### src/rtl/pflash_pkg.sv
package pflash_pkg;

  typedef enum logic [1:0] {
    WSZ_1B  = 2'd0,
    WSZ_2B  = 2'd1,
    WSZ_4B  = 2'd2,
    WSZ_4BX = 2'd3
  } wsz_e;

  typedef enum logic [1:0] {
    ST_IDLE = 2'd0,
    ST_BUS  = 2'd1,
    ST_RESP = 2'd2
  } st_e;

  // bus cycles needed for one logical word
  function automatic logic [2:0] beats_for(input logic [1:0] wsz, input logic bus16);
    logic [2:0] n;
    case (wsz)
      WSZ_1B:  n = 3'd1;
      WSZ_2B:  n = bus16 ? 3'd1 : 3'd2;
      default: n = bus16 ? 3'd2 : 3'd4;
    endcase
    return n;
  endfunction

endpackage

### src/rtl/pflash_seq.sv
module pflash_seq
  import pflash_pkg::*;
#(
  parameter int WAIT_W = 4,
  parameter int BEAT_W = 3
) (
  input  logic              clk,
  input  logic              rst_n,
  input  logic              start,
  input  logic [BEAT_W-1:0] nbeats,
  input  logic [WAIT_W-1:0] wait_n,
  input  logic              rsp_ready,
  output logic              idle,
  output logic              bus_act,
  output logic              rsp_pend,
  output logic              sample,
  output logic [BEAT_W-2:0] beat
);

  st_e               st;
  logic [WAIT_W-1:0] wcnt, wait_q;
  logic [BEAT_W-1:0] nb_q;
  logic [BEAT_W-2:0] beat_q;
  logic              last_beat;

  assign last_beat = ({1'b0, beat_q} == (nb_q - 1'b1));

  always_ff @(posedge clk or negedge rst_n) begin
    if (!rst_n) begin
      st     <= ST_IDLE;
      wcnt   <= '0;
      wait_q <= '0;
      nb_q   <= '0;
      beat_q <= '0;
    end else begin
      case (st)
        ST_IDLE: if (start) begin
          st     <= ST_BUS;
          wcnt   <= wait_n;
          wait_q <= wait_n;
          nb_q   <= nbeats;
          beat_q <= '0;
        end
        ST_BUS: begin
          if (wcnt == '0) begin
            if (last_beat) st <= ST_RESP;
            else begin
              beat_q <= beat_q + 1'b1;
              wcnt   <= wait_q;
            end
          end else begin
            wcnt <= wcnt - 1'b1;
          end
        end
        ST_RESP: if (rsp_ready) st <= ST_IDLE;
        default: st <= ST_IDLE;
      endcase
    end
  end

  assign idle     = (st == ST_IDLE);
  assign bus_act  = (st == ST_BUS);
  assign rsp_pend = (st == ST_RESP);
  assign sample   = bus_act && (wcnt == '0);
  assign beat     = beat_q;

  AST_BEAT_IN_RANGE: assert property (@(posedge clk) disable iff (!rst_n)
    bus_act |-> ({1'b0, beat_q} < nb_q));
  AST_WAIT_HOLDS_BEAT: assert property (@(posedge clk) disable iff (!rst_n)
    (bus_act && wcnt != '0) |=> (bus_act && $stable(beat_q)));

endmodule

### src/rtl/pflash_addr.sv
module pflash_addr
  import pflash_pkg::*;
#(
  parameter int ADDR_W = 20,
  parameter int BEAT_W = 3
) (
  input  logic              clk,
  input  logic              rst_n,
  input  logic              start,
  input  logic [ADDR_W-1:0] req_addr,
  input  logic [1:0]        wsz_in,
  input  logic              bus16,
  input  logic              bus_act,
  input  logic [BEAT_W-2:0] beat,
  output logic [ADDR_W-2:0] fl_addr,
  output logic [1:0]        fl_ce_n,
  output logic              fl_oe_n,
  output logic              lane
);

  localparam int OFF_W = ADDR_W - 1;

  logic [ADDR_W-1:0] aligned, base_q;
  logic [OFF_W-1:0]  off, half, beat_ext;

  always_comb begin
    aligned = req_addr;
    case (wsz_in)
      WSZ_1B:  aligned = req_addr;
      WSZ_2B:  aligned[0] = 1'b0;
      default: aligned[1:0] = 2'b00;
    endcase
  end

  always_ff @(posedge clk or negedge rst_n) begin
    if (!rst_n)     base_q <= '0;
    else if (start) base_q <= aligned;
  end

  assign off      = base_q[OFF_W-1:0];
  assign half     = {1'b0, off[OFF_W-1:1]};
  assign beat_ext = OFF_W'(beat);
  assign fl_addr  = bus16 ? (half + beat_ext) : (off + beat_ext);
  assign fl_ce_n  = !bus_act ? 2'b11 : (base_q[ADDR_W-1] ? 2'b01 : 2'b10);
  assign fl_oe_n  = !bus_act;
  assign lane     = base_q[0];

  AST_BASE_FIXED: assert property (@(posedge clk) disable iff (!rst_n)
    (bus_act && !start) |=> $stable(base_q));

endmodule

### src/rtl/pflash_pack.sv
module pflash_pack
  import pflash_pkg::*;
#(
  parameter int BEAT_W = 3
) (
  input  logic              clk,
  input  logic              rst_n,
  input  logic              clear,
  input  logic              sample,
  input  logic [BEAT_W-2:0] beat,
  input  logic              bus16,
  input  logic [1:0]        wsz,
  input  logic              lane,
  input  logic [15:0]       fl_data,
  output logic [31:0]       word
);

  always_ff @(posedge clk or negedge rst_n) begin
    if (!rst_n) begin
      word <= '0;
    end else if (clear) begin
      word <= '0;
    end else if (sample) begin
      if (bus16 && wsz == WSZ_1B) begin
        word[7:0] <= lane ? fl_data[15:8] : fl_data[7:0];
      end else if (bus16) begin
        if (beat[0]) word[31:16] <= fl_data;
        else         word[15:0]  <= fl_data;
      end else begin
        case (beat[1:0])
          2'd0: word[7:0]   <= fl_data[7:0];
          2'd1: word[15:8]  <= fl_data[7:0];
          2'd2: word[23:16] <= fl_data[7:0];
          default: word[31:24] <= fl_data[7:0];
        endcase
      end
    end
  end

  AST_CLEAR_ZERO: assert property (@(posedge clk) disable iff (!rst_n)
    clear |=> (word == '0));

endmodule

### src/rtl/pflash_word_rd.sv
module pflash_word_rd
  import pflash_pkg::*;
#(
  parameter int ADDR_W  = 20,
  parameter int WAIT_W  = 4,
  parameter int SPACE_W = 2
) (
  input  logic               clk,
  input  logic               rst_n,
  input  logic [1:0]         cfg_wsz,
  input  logic               cfg_bus16,
  input  logic [WAIT_W-1:0]  cfg_wait,
  input  logic               req_valid,
  output logic               req_ready,
  input  logic [ADDR_W-1:0]  req_addr,
  input  logic [SPACE_W-1:0] req_space,
  output logic               rsp_valid,
  input  logic               rsp_ready,
  output logic [31:0]        rsp_data,
  output logic [SPACE_W-1:0] rsp_space,
  output logic [ADDR_W-2:0]  fl_addr,
  output logic [1:0]         fl_ce_n,
  output logic               fl_oe_n,
  input  logic [15:0]        fl_data
);

  localparam int BEAT_W = 3;

  logic               start, idle, bus_act, rsp_pend, samp, lane;
  logic [BEAT_W-2:0]  beat;
  logic [1:0]         wsz_q;
  logic               bus16_q;
  logic [SPACE_W-1:0] space_q;

  assign start = req_valid && idle;

  always_ff @(posedge clk or negedge rst_n) begin
    if (!rst_n) begin
      wsz_q   <= '0;
      bus16_q <= 1'b0;
      space_q <= '0;
    end else if (start) begin
      wsz_q   <= cfg_wsz;
      bus16_q <= cfg_bus16;
      space_q <= req_space;
    end
  end

  pflash_seq #(.WAIT_W(WAIT_W), .BEAT_W(BEAT_W)) u_seq (
    .clk(clk), .rst_n(rst_n), .start(start),
    .nbeats(beats_for(cfg_wsz, cfg_bus16)), .wait_n(cfg_wait),
    .rsp_ready(rsp_ready), .idle(idle), .bus_act(bus_act),
    .rsp_pend(rsp_pend), .sample(samp), .beat(beat)
  );

  pflash_addr #(.ADDR_W(ADDR_W), .BEAT_W(BEAT_W)) u_addr (
    .clk(clk), .rst_n(rst_n), .start(start), .req_addr(req_addr),
    .wsz_in(cfg_wsz), .bus16(bus16_q), .bus_act(bus_act), .beat(beat),
    .fl_addr(fl_addr), .fl_ce_n(fl_ce_n), .fl_oe_n(fl_oe_n), .lane(lane)
  );

  pflash_pack #(.BEAT_W(BEAT_W)) u_pack (
    .clk(clk), .rst_n(rst_n), .clear(start), .sample(samp), .beat(beat),
    .bus16(bus16_q), .wsz(wsz_q), .lane(lane), .fl_data(fl_data),
    .word(rsp_data)
  );

  assign req_ready = idle;
  assign rsp_valid = rsp_pend;
  assign rsp_space = space_q;

  AST_ONE_SELECT: assert property (@(posedge clk) disable iff (!rst_n)
    !fl_oe_n |-> ($countones(~fl_ce_n) == 1));
  AST_IDLE_DESELECT: assert property (@(posedge clk) disable iff (!rst_n)
    fl_oe_n |-> (fl_ce_n == 2'b11));
  AST_BUSY_NOT_READY: assert property (@(posedge clk) disable iff (!rst_n)
    (rsp_valid || !fl_oe_n) |-> !req_ready);
  AST_RSP_HOLD: assert property (@(posedge clk) disable iff (!rst_n)
    (rsp_valid && !rsp_ready) |=> (rsp_valid && $stable(rsp_data) && $stable(rsp_space)));
  AST_ADDR_HOLD: assert property (@(posedge clk) disable iff (!rst_n)
    (!fl_oe_n && !samp) |=> (!fl_oe_n && $stable(fl_addr) && $stable(fl_ce_n)));
  AST_BYTE_UPPER_ZERO: assert property (@(posedge clk) disable iff (!rst_n)
    (rsp_valid && wsz_q == WSZ_1B) |-> (rsp_data[31:8] == '0));

endmodule

### config.mk
export PLATFORM = sky130hd
export DESIGN_NAME = pflash_word_rd
export DESIGN_NICKNAME = d
export VERILOG_FILES = /design/src/rtl/pflash_pkg.sv /design/src/rtl/pflash_seq.sv /design/src/rtl/pflash_addr.sv /design/src/rtl/pflash_pack.sv /design/src/rtl/pflash_word_rd.sv
export SDC_FILE = /design/constraint.sdc
export NUM_CORES = 1
export LEC_CHECK = 0
export ABC_AREA = 1
export ABC_CLOCK_PERIOD_IN_PS = 2200
export BUFFER_PORTS_ARGS = -buffer_cell sky130_fd_sc_hd__buf_2
export CAP_MARGIN = 20
export CORE_UTILIZATION = 31
export CTS_CLUSTER_DIAMETER = 60
export CTS_CLUSTER_SIZE = 12
export DETAILED_ROUTE_END_ITERATION = 10
export HOLD_SLACK_MARGIN = 0.02
export SLEW_MARGIN = 25
export SYNTH_ARGS = -nofsm -noshare
export SYNTH_HDL_FRONTEND = slang
export SYNTH_SLANG_ARGS = --single-unit
### constraint.sdc
create_clock -name clk -period 2.2 [get_ports clk]
set_input_delay 0.22 -clock clk [delete_from_list [all_inputs] [get_ports clk]]
set_output_delay 0.22 -clock clk [all_outputs]
set_load 0.05 [all_outputs]
# After elaboration in Yosys (flattened, before gate mapping)
# Cells that the tools add are included.
# totals
out_inout_bits	58
mem_count	0
in_bits	49
latchBits	0
ramBits	0
reg_bits	72
mem_bits_ro	0
word_cells	92
# classes
add_sub_neg	5
shifts	0
eq_ne	17
n_mul	0
bitwise	0
mux	33
div	0
n_lt_le_gt_ge	0
reduce_logical	24
# op_table
op	count
two-way mux 32 bit	3
two-way mux 8 bit	6
two-way mux 16 bit	2
two-way mux 24 bit	1
two-way mux 2 bit	10
AND reduction 4 bit	5
adder 18 x 2 -> 19 bit	1
adder 19 x 2 -> 19 bit	1
two-way mux 19 bit	1
two-way mux 4 bit	3
inequality test 2 bit (second input constant)	5
zero test 2 bit	4
one-hot mux 4 bit (2 select lines)	1
equality test 2 x 1 -> 1 bit (second input constant)	3
inequality test 3 bit (second input constant)	2
one-hot mux 2 bit (3 select lines)	1
one-hot mux 3 bit (2 select lines)	1
AND reduction 3 bit	2
nonzero test 3 bit	2
equality test 2 bit (second input constant)	2
zero test 4 bit	1
inequality test 4 x 3 -> 1 bit (second input constant)	1
one-hot mux 2 bit (2 select lines)	1
nonzero test 2 bit	2
15 further kinds	18

# Logic depth before layout (Yosys ltp)
# logic_depth
word_depth	7
depth_mapped	14
depth_no_buf	13

# Cells and area by module
# Synthesis repeated with hierarchy kept, for this count alone.
# hier_totals
hier_cells	610
hier_area_um2	4453.0
# modules_own_cells
module	cells_each	seq_area_each_um2	area_per_inst_um2	instances
pflash_pack	249	800.8	1746.7	1
pflash_addr	225	500.5	1606.5	1
pflash_seq	107	375.4	873.3	1
pflash_word_rd	29	125.1	226.5	1

# Least setup slack after synthesis
# No wires, ideal clock.
# synth_path
path_kind	register -> output
startpoint	register bus16_q
endpoint	output fl_addr[11]
path_stages_with_launch	13
required_ns	1.980
n_path_buf	1
path_slack_ns	-0.762
t_arrival_ns	2.742
cell_sequence	dfrtp_1 > inv_2 > buf_2 > or2_2 > o21ai_0 > inv_1 > ha_1 > nand2_1 > nand2_1 > nand4_1 > nor2_2 > nand2_1 > xnor2_1
# synth_via
elab_chain_cells	1
# synth_lines
item	line_no	rtl
from (decl)	pflash_word_rd.sv:32	logic bus16_q;
from (signal assigned)	pflash_word_rd.sv:44	bus16_q <= cfg_bus16;
two-way mux 19 bit	pflash_addr.sv:43	assign fl_addr = bus16 ? (half + beat_ext) : (off + beat_ext);
to (decl)	pflash_word_rd.sv:21	output logic [ADDR_W-2:0] fl_addr,
# Every way passes these cells.

# Final worst setup path
# layout_path
startpoint	register bus16_q
endpoint	output fl_addr[9]
# The elaborated chain is that of the path after synthesis.

==> impl_metrics.ini <==
[synth]
synth_nets = 610
synthesis.area_um2 = 4130
ys_ff_latch = 72
synthTopCellsByCount = nand2_1 (217), dfrtp_1 (72), inv_1 (51)
yosysUniqueCellTypes = 37
yosysTopAreaCell = dfrtp_1
synth.area.top_cells = dfrtp_1 (44%), nand2_1 (20%), o21ai_0 (4.7%)
yosys_most_used_dff = dfrtp_1
synthCells = 552
synthArstFlopShare_pct = 100
synth_top_area_share_pct = 43.6
synth_most_common_cell = nand2_1
avgSynthCellArea_um2 = 7.48
ys_warn_count = 0
ys_seq_area_share_pct = 43.6
synth_edf_count = 0

[pwr]
p_int_mw = 5.25
pwr-share-seq_pct = 21.5
p_clk_share_pct = 14.9
leakage_nw = 3.09
peakVddDrop_uv = 884
total_power_mw = 10.6
power_frac_comb_pct = 63.6
powerDensity_nw_per_um2 = 1780
swShare_pct = 50.6
switching_power_mw = 5.39

[critical_path]
cp.arrival_ns = 2.38
crit_buf_inv = 5
crit_required_ns = 1.98
crit_type = register to primary output
path_depth = 13
crit_path_start_kind = register
rr_endpoint = u_pack.word[31]
path_delay_family = simple AND/OR/NAND/NOR gates
worstRegToRegCells = 7
r2r-start = u_seq.st[1]
cp_max_fo = 4
ff2ff_setup_slack_ns = 0.20
cpMaxStageDelayCell = dfrtp_1
critPathMaxStageDelay_ns = 0.39
crit_path_end_kind = primary output
path_cells = inv_2 -> or2_4 -> o21ai_4 -> inv_2 -> ha_4 -> nand2_2 -> nand2_2 -> nand4_1 -> nor2_4 -> buf_6 -> xor2_2 -> inv_2 -> buf_8
cpMostUsedCell = inv_2

[sta]
finClkSkew_ns = 0.00924
period_share_pct = 118
min_period_ns = 2.60
rsz0062_at_grt = true
clock.fmax_mhz = 385
timing.final.ws_setup_ns = -0.398
hold_ws_ns = 0.0773
final_hold_viol_count = 0
fin_setup_tns_ns = -4.90
max_slew_margin_pct = 50.4
setup_viol = 17
tightest_slew_ns = 0.744
slew_viol_final = 0

[clocking]
path_clk_slew_ns = 0.07
root_buffer = clkbuf_16
clk_latency_ns = 0.34
h-tree-depth = 3
tritoncts = done
cts.sinks = 72
cts_buffer_depth = 2
numCtsBuffers = 9

[placement]
place_congestion = 0.874
port-buffer-count = 106
placed_cells = 850
dp_hpwl_um = 8630

[hold_path]
min_to = u_addr.base_q[19]
min_from = req_addr[19]
whs_path_depth = 3
hold_path_class = input port to register

[global_routing]
grt_max_degree = 73
grt_pass1_wl_um = 19000
grt_pass1_vias = 4093
grt-ovfl-total = 0
grt_use_total_pct = 16.9
antenna_found_initial = 0

[die]
start_util_pct = 32.2
die_h_um = 117
die_area_um2 = 13800
fp-row-count = 41
coreArea_um2 = 12800
die_width_um = 117
ioPinCount = 107

[layout]
layoutNonFillerInstCount = 873
antennaDiodeCount = 0
fin_nets = 754
area.growth.synth_to_final_pct = 44.8
layout-drive-gt1-share_pct = 33.8
final_core_util_pct = 46.6

[run_status]
failed_checks = negative setup slack
outcome = finished with violations

[drt]
routed_wl_um = 11200
drc_errors = 0
via_count = 4089
route.antenna.remaining_nets = 0
drtIter0Drc = 185
drt-pass1-iter-count = 4
avgRoutedWirePerCell_um = 12.9
via_per_inst = 4.68

[job]
max_cap_viol_count = 0
how the worst max path moves through the flow:
stage | slack, ns | start | to
3_3_place_gp | -0.09 | bus16_q | fl_addr[9]
5_1_grt | -0.51 | bus16_q | fl_addr[9]
4_1_cts | -0.38 | bus16_q | fl_addr[9]
3_5_place_dp | -0.16 | bus16_q | fl_addr[11]
6_report | -0.40 | bus16_q | fl_addr[9]
2_1_floorplan | -0.30 | bus16_q | fl_addr[11]
stage by stage:
step	setup slack, ns	cell area [um2]
after floorplan	-0.304	4390
after global placement	-0.0927	5320
after detailed placement	-0.158	5320
after CTS	-0.380	5870
after global routing	-0.507	5980
final	-0.398	5980
cells in the final DEF, fill, tap and decap left out, types with 8 or more instances in the layout:
| master | netlist | routed |
|---|---|---|
| buf_6 | 3 | 20 |
| nand3_1 | 18 | 18 |
| a21oi_1 | 9 | 9 |
| o21ai_1 | 19 | 18 |
| inv_1 | 51 | 46 |
| nand2_1 | 217 | 201 |
| nand4_1 | 9 | 9 |
| clkbuf_16 | 0 | 9 |
| nor2_1 | 25 | 18 |
| nand2_4 | 1 | 9 |
| o21a_1 | 10 | 10 |
| buf_2 | 8 | 88 |
| a22oi_1 | 8 | 8 |
| buf_4 | 0 | 32 |
| dfrtp_1 | 72 | 72 |
| nand2_2 | 6 | 14 |
| o21ai_0 | 39 | 37 |
flip-flops by register name (all words and copies together), names as in the netlist:
register / count
u_seq.st: 2
u_addr.base_q: 20
wsz_q: 2
u_seq.beat: 2
u_seq.wcnt: 4
u_pack.word: 32
rsp_space: 2
bus16_q: 1
u_seq.nb_q: 3
u_seq.wait_q: 4
metal layers:
metal / up-vias / track usage [%] / part of all wire [%]
met4: 0 / 5.68 / 1.5
met2: 107 / 28.9 / 49
met1: 1919 / 20.4 / 43
met3: 15 / 4.38 / 5.9
met5: - / 0 / 0
li1: 2048 / - / -
power groups by stage:
stage	Clock, mW	Sequential [mW]	Combinational, mW
3_5_place_dp	0	2.29	6.15
4_1_cts	1.62	2.28	6.68
2_1_floorplan	0	3.19	3.63
5_1_grt	1.67	2.37	7.30
3_3_place_gp	0	2.28	6.07
6_report	1.59	2.28	6.77
layout make-up:
type                       count  area (um2)
timing repair buffer         149        1040
inverter                      54         208
tap                          172         215
clock inverter                 7         101
multi-input combinational    410        2380
fill                        1275        6850
sequential                    72        1800
clock buffer                   9         225
worst register-to-register path, stage by stage (launching register included):
cell,delay [ns]
dfrtp_1,0.47
nor2_4,0.08
nand2_4,0.21
nand2_2,0.15
o22ai_1,0.61
nor2_2,0.19
nand2_1,0.12
nand2_1,0.06
cells by family after synthesis:
logic type | count (synthesis) | share of synthesized area, %
flip-flops | 72 | 43.6
AO/OA/AOI/OAI | 95 | 13.6
XOR/XNOR | 15 | 3.18
buffers and inverters | 70 | 7.15
AND/OR/NAND/NOR | 291 | 29.5
adder cells (fa/ha/maj) | 9 | 2.91
repair_timing:
action / CTS / global route
hold buffers: 1 / 0
setup buffers: 5 / 3
pin swaps: 11 / 14
resized for setup: 55 / 27
setup endpoints to repair: 18 / 18
hold endpoints to repair: 72 / 0
No activity file was read; power rests on OpenSTA's default activity.
